## src/rtl/coin_sync_pkg.sv

```systemverilog
package coin_sync_pkg;

    localparam int unsigned MIN_RATIO = 2;

    typedef enum logic [1:0] {
        EV_HOLD     = 2'd0,
        EV_COINCIDE = 2'd1,
        EV_WARN     = 2'd2
    } sync_ev_e;

    function automatic int unsigned clamp_ratio(int unsigned r);
        return (r < MIN_RATIO) ? MIN_RATIO : r;
    endfunction

    function automatic int unsigned lead_target(int unsigned r, int unsigned f);
        return (r == f) ? 0 : r - f;
    endfunction

endpackage

```

## src/rtl/phase_divider.sv

```systemverilog
module phase_divider
    import coin_sync_pkg::*;
#(
    parameter int DIV_W = 5
) (
    input  logic             clk,
    input  logic             rst,
    input  logic [DIV_W-1:0] ratio_in,
    output logic [DIV_W-1:0] ratio_q,
    output logic [DIV_W-1:0] phase_nxt,
    output logic             div_clk
);

    logic [DIV_W-1:0] ratio_clamped;
    logic [DIV_W-1:0] phase_q;
    logic [DIV_W-1:0] half;

    assign ratio_clamped = DIV_W'(clamp_ratio(32'(ratio_in)));
    assign half          = DIV_W'(({1'b0, ratio_q} + (DIV_W+1)'(1)) >> 1);
    assign phase_nxt     = (phase_q == ratio_q - 1'b1) ? '0 : phase_q + 1'b1;

    always_ff @(posedge clk) begin
        if (rst) begin
            ratio_q <= ratio_clamped;
            phase_q <= ratio_clamped - 1'b1;
            div_clk <= 1'b0;
        end else begin
            phase_q <= phase_nxt;
            div_clk <= (phase_nxt < half);
        end
    end

    AST_PHASE_IN_RANGE: assert property (@(posedge clk) disable iff (rst) phase_q < ratio_q);
    AST_RISE_ON_PHASE0: assert property (@(posedge clk) disable iff (rst) $rose(div_clk) |-> (phase_q == '0));
    AST_RATIO_FLOOR: assert property (@(posedge clk) disable iff (rst) ratio_q >= DIV_W'(MIN_RATIO));
    AST_RATIO_FROZEN: assert property (@(posedge clk) disable iff (rst) !$past(rst) |-> $stable(ratio_q));

endmodule

```

## src/rtl/sync_predictor.sv

```systemverilog
module sync_predictor
    import coin_sync_pkg::*;
#(
    parameter int DIV_W = 5
) (
    input  logic             clk,
    input  logic             rst,
    input  logic [DIV_W-1:0] ratio_a,
    input  logic [DIV_W-1:0] ratio_c,
    input  logic [DIV_W-1:0] phase_a_nxt,
    input  logic [DIV_W-1:0] phase_c_nxt,
    output logic             sync_n
);

    logic [DIV_W-1:0] fast;
    logic [DIV_W-1:0] tgt_a;
    logic [DIV_W-1:0] tgt_c;
    logic             same_rate;
    logic             warn_hit;
    sync_ev_e         ev;

    assign fast      = (ratio_a < ratio_c) ? ratio_a : ratio_c;
    assign tgt_a     = DIV_W'(lead_target(32'(ratio_a), 32'(fast)));
    assign tgt_c     = DIV_W'(lead_target(32'(ratio_c), 32'(fast)));
    assign same_rate = (ratio_a == ratio_c);
    assign warn_hit  = same_rate ? (phase_a_nxt == DIV_W'(1))
                                 : ((phase_a_nxt == tgt_a) && (phase_c_nxt == tgt_c));

    always_comb begin
        if ((phase_a_nxt == '0) && (phase_c_nxt == '0)) begin
            ev = EV_COINCIDE;
        end else if (warn_hit) begin
            ev = EV_WARN;
        end else begin
            ev = EV_HOLD;
        end
    end

    always_ff @(posedge clk) begin
        if (rst) begin
            sync_n <= 1'b1;
        end else begin
            case (ev)
                EV_COINCIDE: sync_n <= 1'b1;
                EV_WARN:     sync_n <= 1'b0;
                default:     sync_n <= sync_n;
            endcase
        end
    end

    AST_WARN_NOT_ON_HIT: assert property (@(posedge clk) disable iff (rst) $fell(sync_n) |-> ($past(ev) == EV_WARN));

endmodule

```

## src/rtl/coin_sync_gen.sv

```systemverilog
module coin_sync_gen
    import coin_sync_pkg::*;
#(
    parameter int DIV_W = 5
) (
    input  logic             clk,
    input  logic             rst,
    input  logic [DIV_W-1:0] ratio_a,
    input  logic [DIV_W-1:0] ratio_c,
    output logic             clk_a,
    output logic             clk_c,
    output logic             sync_n
);

    logic [DIV_W-1:0] ratio_a_q;
    logic [DIV_W-1:0] ratio_c_q;
    logic [DIV_W-1:0] phase_a_nxt;
    logic [DIV_W-1:0] phase_c_nxt;

    phase_divider #(.DIV_W(DIV_W)) u_div_a (
        .clk       (clk),
        .rst       (rst),
        .ratio_in  (ratio_a),
        .ratio_q   (ratio_a_q),
        .phase_nxt (phase_a_nxt),
        .div_clk   (clk_a)
    );

    phase_divider #(.DIV_W(DIV_W)) u_div_c (
        .clk       (clk),
        .rst       (rst),
        .ratio_in  (ratio_c),
        .ratio_q   (ratio_c_q),
        .phase_nxt (phase_c_nxt),
        .div_clk   (clk_c)
    );

    sync_predictor #(.DIV_W(DIV_W)) u_pred (
        .clk         (clk),
        .rst         (rst),
        .ratio_a     (ratio_a_q),
        .ratio_c     (ratio_c_q),
        .phase_a_nxt (phase_a_nxt),
        .phase_c_nxt (phase_c_nxt),
        .sync_n      (sync_n)
    );

    // Low-run length monitor for the warning window
    logic [DIV_W-1:0] low_run;
    logic [DIV_W-1:0] ratio_min;

    assign ratio_min = (ratio_a_q < ratio_c_q) ? ratio_a_q : ratio_c_q;

    always_ff @(posedge clk) begin
        if (rst || sync_n) begin
            low_run <= '0;
        end else if (low_run != '1) begin
            low_run <= low_run + 1'b1;
        end
    end

    AST_HIGH_ON_COINCIDE: assert property (@(posedge clk) disable iff (rst) ($rose(clk_a) && $rose(clk_c)) |-> sync_n);
    AST_RISE_ONLY_ON_COINCIDE: assert property (@(posedge clk) disable iff (rst) $rose(sync_n) |-> ($rose(clk_a) && $rose(clk_c)));
    AST_FALL_OFF_COINCIDE: assert property (@(posedge clk) disable iff (rst) $fell(sync_n) |-> !($rose(clk_a) && $rose(clk_c)));
    AST_LOW_WITHIN_FAST_PERIOD: assert property (@(posedge clk) disable iff (rst) !sync_n |-> (low_run < ratio_min));

endmodule

```

## config.mk

```make
export PLATFORM = sky130hd
export DESIGN_NAME = coin_sync_gen
export DESIGN_NICKNAME = d
export VERILOG_FILES = /design/src/rtl/coin_sync_pkg.sv /design/src/rtl/phase_divider.sv /design/src/rtl/sync_predictor.sv /design/src/rtl/coin_sync_gen.sv
export SDC_FILE = /design/constraint.sdc
export NUM_CORES = 1
export LEC_CHECK = 0
export ABC_AREA = 1
export BUFFER_PORTS_ARGS = -buffer_cell sky130_fd_sc_hd__buf_2
export CORE_ASPECT_RATIO = 1.4
export CORE_MARGIN = 2
export CORE_UTILIZATION = 65
export CTS_BUF_LIST = sky130_fd_sc_hd__clkbuf_8
export CTS_CLUSTER_SIZE = 30
export DETAILED_ROUTE_END_ITERATION = 16
export PLACE_DENSITY = 0.84
export SYNTH_ARGS = -nofsm -noshare
export SYNTH_HDL_FRONTEND = slang
export SYNTH_SLANG_ARGS = --single-unit
```

## constraint.sdc

```tcl
create_clock -name clk -period 4.2 [get_ports clk]
set_input_delay 0.84 -clock clk [delete_from_list [all_inputs] [get_ports clk]]
set_output_delay 0.84 -clock clk [all_outputs]
set_load 0.02 [all_outputs]
```

==> metrics.md, run 1 <==
| Metric | Value |
|---|---|
| Crit path time final | roughly 3.2 ns |
| Setup violators final | 0 |
| FF+latch area | 561 um2 |
| H-tree levels | 1 |
| Total Routing Usage GR | 26.9% |
| Core Area | approximately 3900 um2 |
| F_max | approximately 0.32 GHz |
| Die height | roughly 80 um |
| Critical Path RT | 4.36 ns |
| Synth Net Count | approximately 420 |
| Layout Utilization | 69.4% |
| Tot Pwr | just over 1 mW |
| Power per Cell Area | around 380 nW/um2 |
| Endpoints failing hold | 0 |
| CTS tree | yes |
| Crit Path Max Fanout | 10 |
| Mapped Avg Cell Area | 6.83 um2 |
| Drt first pass iters | 4 |
| Postcts setup bufs | 0 |
| Synth Cell Area | roughly 2600 um2 |
| Post-synthesis sequential area ratio | 21.7% |
| DRT antenna net count | 0 |
| Global-route wire length before repair | 9700 um |
| Via count | 2404 |
| Clk buf depth | 2 |
| Reg clk slew, reported paths | roughly 0.080 ns |
| Total gr overflow | 0 |
| Clk sink count | 23 |
| Pins Over Slew Limit | 0 |
| Count of unique library cells instantiated by Yosys | 39 |
| Max-slew headroom | 71.2% |
| CTS Buf Count | 3 |
| Crit path arrival time | 3.32 ns |
| Clock skew | 0.00454 ns |
| Die Wd | 57.3 um |
| Pleak | 1.41 nW |
| Final Non-Filler Cells | roughly 430 |
| Placement Rows | 27 |
| Antenna violations before repair | 0 |
| Worst VDD drop | 0.339 mV |
| Setup TNS | 0 ns |
| Die ar. | 4500 um2 |
| Synth-to-Final Area Change | 4.46% |
| Hold_ws | 0.596 ns |
| Cells after DPL | approximately 430 |
| PortBufs | 14 |
| Vias in the first global route | approximately 2300 |
| Hold/Removal Path Class | flip-flop to flip-flop |
| Post-Place Worst Slack | 1.08 ns |
| Tcrit/Tclk final | 75.4% |
| WS Path Type | flip-flop to flip-flop |
| #FFs+latches synth | 23 |
| Post-route cell area | 2700 um2 |
| Drt drc | 0 |
| Resize count post-CTS | 0 |
| Diodes inserted | 0 |
| Hold buffer count at cts | 0 |
| DP Area | 2650 um2 |
| Run status | complete, no violations |
| Max-cap violations | 0 |
| Final net count | 426 |
| Setup ws final | 1.03 ns |
| DRT iter0 DRCs | 76 |
| Cells after synthesis | 378 |
| Dpl hpwl | 4680 um |
| Critical path capture point type | flip-flop |
| Pin count of the biggest net entering global routing | 25 |
| Synthesis Warnings | 0 |
| Filler cell count | 311 |
| Crit start category | flip-flop |
| Vias per inst | between 5 and 6 |
| Worst slew pin tran | ~0.43 ns |
| RePlAce Congestion | 0.986 |
| Wire per inst | 13.3 um |
| Worst skew pair latency | 0.26 ns |
| Layout cell share with drive strength beyond 1 | 13.7% |
| Starting Density | approximately 66% |
| RSZ-0062 raised after global routing | no |
| Area of the multi-input gates | between 1500 and 2000 um2 |
| I/O Pins | 15 |
| CTS Root Cell | clkbuf_8 |
| Final wirelength | 5720 um |
## area by class of cell
type                            instances  area share (%)
Inverter                               56            8.07
Clock inverter                          1           0.139
Clock buffer                            3            1.53
Multi-Input combinational cell        288            64.6
Sequential cell                        23            20.8
Timing Repair Buffer                   15            2.88
Tap cell                               43            2.00
## logic make-up (layout without fill, tap and decap cells)
| kind of cell | count (synthesis) | count (layout) | synth area share, % |
|---|---|---|---|
| and+or+nand+nor | 206 | 206 | 38.7 |
| DFF | 23 | 23 | 21.7 |
| buffers and inverters | 67 | 75 | 10.8 |
| xor gates and xnor gates | 24 | 24 | 8.43 |
| adders and majority gates | 27 | 27 | 13.1 |
| AOI/OAI and AO/OA | 31 | 31 | 7.27 |
## per-layer routing
metal	global-route usage, %	part of all wire (%)
met4	15.1	4.1
met1	29.6	40
met3	0.824	4.6
met5	0	0
met2	50.3	51
## layout by cell type, fill, tap and decap left out, types with 2 or more instances in the layout
cell,count
a21oi_1,10
buf_2,14
clkbuf_8,3
dfxtp_1,13
edfxtp_1,10
ha_1,27
inv_1,50
inv_2,4
nand2_1,90
nand2_2,7
nand2_4,4
nand3_1,38
nand3_2,6
nand3b_1,2
nand4_1,12
nor2_1,35
nor2_2,5
nor3_1,2
o21ai_0,14
xnor2_1,7
xor2_1,16
## Yosys cell counts, drive strengths merged
library cell / instances / share of area [%]
o21bai: 1 / 0.29
clkbuf: 8 / 1.2
edfxtp: 10 / 12
nand3b: 3 / 1.0
a21oi: 11 / 2.6
o2111a: 1 / 0.44
a41oi: 1 / 0.34
nand3: 45 / 10
buf: 3 / 1.2
nand4: 13 / 3.4
a21boi: 2 / 0.58
inv: 55 / 8.3
o21ai: 15 / 3.1
xnor2: 7 / 2.4
nand2: 101 / 17
ha: 27 / 13
xor2: 17 / 6.1
nor3: 2 / 0.39
dfxtp: 13 / 10
nor2: 41 / 6.7
nor4: 1 / 0.24
clkinv: 1 / 0.15
## power breakdown
part	switching (mW)	internal (mW)
Sequential	0.0409	0.267
Combinational	0.369	0.217
Clock	0.0652	0.0651
Total	0.476	0.550
## sequential cells by signal, summed over array words and instances (netlist names)
| name | count |
|---|---|
| u_div_a.phase_q | 5 |
| u_div_c.ratio_q | 5 |
| u_div_c.phase_q | 5 |
| u_div_c.div_clk | 1 |
| u_pred.sync_n | 1 |
| u_div_a.ratio_q | 5 |
| u_div_a.div_clk | 1 |
## critical path: stages (launching register included)
cell	delay, ns
edfxtp_1	0.49
inv_1	0.25
ha_1	0.28
nand2_1	0.12
nor2_4	0.05
nand2_4	0.10
nand3_4	0.14
o21ai_0	0.33
ha_1	0.21
inv_1	0.05
ha_1	0.16
inv_1	0.07
nand2_1	0.08
nand3_1	0.10
nand3_2	0.11
nand2_1	0.07
nand2_1	0.05
nor2_1	0.08
nand2_1	0.06
nor2_1	0.09
nand3_1	0.07
nand2_1	0.06
nand2_1	0.04
## final timing paths
kind / start / end / slack (ns) / cells after the start
setup reg to reg: u_div_c.ratio_q[1]$_DFFE_PP_ / u_pred.sync_n$_SDFFE_PP1P_ / 1.03 / 22
hold / removal: u_pred.sync_n$_SDFFE_PP1P_ / u_pred.sync_n$_SDFFE_PP1P_ / 0.60 / 3
hold reg to reg: u_pred.sync_n$_SDFFE_PP1P_ / u_pred.sync_n$_SDFFE_PP1P_ / 0.60 / 3
setup / recovery: u_div_c.ratio_q[1]$_DFFE_PP_ / u_pred.sync_n$_SDFFE_PP1P_ / 1.03 / 22
No activity file was read; power rests on OpenSTA's default activity.
==> run 2, diff against run 1 <==
--- a/config.mk
+++ b/config.mk
@@ -9,11 +9,11 @@
 export BUFFER_PORTS_ARGS = -buffer_cell sky130_fd_sc_hd__buf_2
 export CORE_ASPECT_RATIO = 1.4
 export CORE_MARGIN = 2
-export CORE_UTILIZATION = 65
+export CORE_UTILIZATION = 58
 export CTS_BUF_LIST = sky130_fd_sc_hd__clkbuf_8
 export CTS_CLUSTER_SIZE = 30
 export DETAILED_ROUTE_END_ITERATION = 16
-export PLACE_DENSITY = 0.84
+export PLACE_DENSITY = 0.79
 export SYNTH_ARGS = -nofsm -noshare
 export SYNTH_HDL_FRONTEND = slang
 export SYNTH_SLANG_ARGS = --single-unit
==> constraint.sdc (replaced) <==
create_clock -name clk -period 2.85 [get_ports clk]
set_input_delay 0.57 -clock clk [delete_from_list [all_inputs] [get_ports clk]]
set_output_delay 0.57 -clock clk [all_outputs]
set_load 0.02 [all_outputs]
==> metrics.md, run 2 (synthesized netlist as in run 1, its figures left out) <==
| Metric | Value |
|---|---|
| Run status | complete, no violations |
| Layout cell share with drive strength beyond 1 | roughly a quarter |
| Clk sink count | 23 |
| R2R depth | 20 |
| Setup violators final | 0 |
| Total Routing Usage GR | 25.9% |
| Worst hold path depth | 1 |
| Hold/Removal Path Class | input port to flip-flop |
| FF+latch area | about 560 um2 |
| Crit start category | flip-flop |
| Commonest non-fill, non-tap cells in the layout | nand2_1, inv_1, nand3_1, nor2_1, buf_4 |
| Critical Path RT | 3.01 ns |
| Post-route cell area | 2980 um2 |
| Post-Place Worst Slack | 0.0327 ns |
| Antenna violations before repair | 0 |
| Worst VDD drop | 0.446 mV |
| Core Area | 4240 um2 |
| H-tree levels | 1 |
| Final wirelength | 6430 um |
| Synth-to-Final Area Change | 15.4% |
| Crit path time final | 2.81 ns |
| Die ar. | 5010 um2 |
| DRT antenna net count | 0 |
| Internal power | 0.878 mW |
| Reg clk slew, reported paths | roughly 0.080 ns |
| Global-route wire length before repair | 10200 um |
| Diodes inserted | 0 |
| Placement Rows | 28 |
| Vias in the first global route | ~2300 |
| Clock power frac | 12.5% |
| Wire per inst | 13.7 um |
| Via count | 2537 |
| I/O Pins | 15 |
| RSZ-0062 raised after global routing | yes |
| Max Used Layer | met4 |
| CTS Buf Count | 3 |
| Cells after DPL | 460 |
| CTS Root Cell | clkbuf_8 |
| Dpl hpwl | 5060 um |
| Drt first pass iters | 4 |
| Wire length on met1 | 2550 um |
| Area of the multi-input gates | 1830 um2 |
| Clk buf depth | 2 |
| Crit Path Max Fanout | 5 |
| Sw frac | a little under half |
| Max-slew headroom | roughly two thirds |
| Worst slew pin tran | 0.504 ns |
| Commonest non-fill, non-tap cell in the layout | nand2_1 |
| Met3 Routed Length | approximately 320 um |
| Max-cap violations | 0 |
| Endpoints failing hold | 0 |
| Pins Over Slew Limit | 0 |
| RePlAce Congestion | 0.953 |
| Die Wd | a little over 60 um |
| Final net count | 449 |
| Pin count of the biggest net entering global routing | 25 |
| Die height | 82.9 um |
| Worst skew pair latency | around 0.27 ns |
| CTS tree | yes |
| Reg power frac | 26.6% |
| Final Non-Filler Cells | approximately 470 |
| PortBufs | 14 |
| Pleak | 1.52 nW |
| Setup TNS | 0 ns |
| Crit path arrival time | 2.98 ns |
| Total gr overflow | 0 |
| DP Area | about 2800 um2 |
| Power per Cell Area | 553 nW/um2 |
| Met2 WL | approximately 3400 um |
| NetSw | 0.768 mW |
| Tcrit/Tclk final | 98.8% |
| Clock skew | approximately 0.0028 ns |
| WS Path Type | flip-flop to flip-flop |
| Vias per inst | 5.41 |
| Setup ws final | 0.0351 ns |
| F_max | 0.355 GHz |
| Comb pwr share | about three fifths |
| DRT iter0 DRCs | 166 |
| Drt drc | 0 |
| Starting Density | 60.9% |
| Critical path capture point type | flip-flop |
| Filler cell count | around 330 |
run 2: worst max-delay path, stage by stage, from the launching register on:
cell      delay (ns)
edfxtp_1        0.40
ha_1            0.34
nand2_2         0.13
inv_2           0.08
nand2_2         0.09
nand3_4         0.10
nand2_1         0.07
o21ai_0         0.09
buf_4           0.17
ha_4            0.28
inv_1           0.06
nor2_1          0.20
nor2_2          0.07
nand2_1         0.08
nand2_2         0.07
nand4_1         0.07
nand2_1         0.06
nor2_1          0.15
nand3_1         0.10
nand2_1         0.06
nand2_1         0.05
run 2: path summary, 6_finish.rpt:
check / slack, ns / start / end
hold reg to reg: 0.64 / u_pred.sync_n$_SDFFE_PP1P_ / u_pred.sync_n$_SDFFE_PP1P_
setup / recovery: 0.04 / u_div_a.ratio_q[4]$_DFFE_PP_ / u_pred.sync_n$_SDFFE_PP1P_
hold / removal: 0.52 / ratio_a[4] / u_div_a.ratio_q[4]$_DFFE_PP_
setup reg to reg: 0.04 / u_div_a.ratio_q[4]$_DFFE_PP_ / u_pred.sync_n$_SDFFE_PP1P_
run 2: power by group through the flow:
stage                     sequential [mW]  combinational, mW  clock, mW
after floorplan                     0.448              0.680          0
after global placement              0.439              0.893          0
after detailed placement            0.443              0.920          0
after CTS                           0.436              0.925      0.205
after global routing                0.443               1.13      0.215
final                               0.438               1.00      0.206
run 2: layout make-up:
class | count | share of cell area (%)
multi-input combinational | 288 | 61.4
sequential | 23 | 18.8
timing repair buffer | 38 | 8.40
inverter | 56 | 7.31
tap | 60 | 2.52
clock buffer | 3 | 1.39
clock inverter | 1 | 0.168
run 2: routing by layer:
layer	GRT usage (%)	vias to the layer above
met2	43.2	78
li1	-	1286
met5	0	-
met4	9.70	0
met3	2.65	19
met1	33.5	1154
run 2: metrics by stage:
step / hold WS [ns] / util [%] / total power [mW]
floorplan: 0.626 / - / 1.13
global placement: 0.618 / 66.2 / 1.33
detailed placement: 0.610 / 66.2 / 1.36
CTS: 0.519 / 67.3 / 1.57
global route: 0.519 / 70.2 / 1.79
finish: 0.517 / 70.2 / 1.65
run 2: timing repair:
item / 4_1_cts / 5_1_grt
setup endpoints to repair: 1 / 2
setup buffers: 0 / 5
gates resized for setup: 1 / 20
pin swaps: 0 / 9
hold buffers: 0 / 0
endpoints found under the hold margin: 0 / 0
cloned: 0 / 0
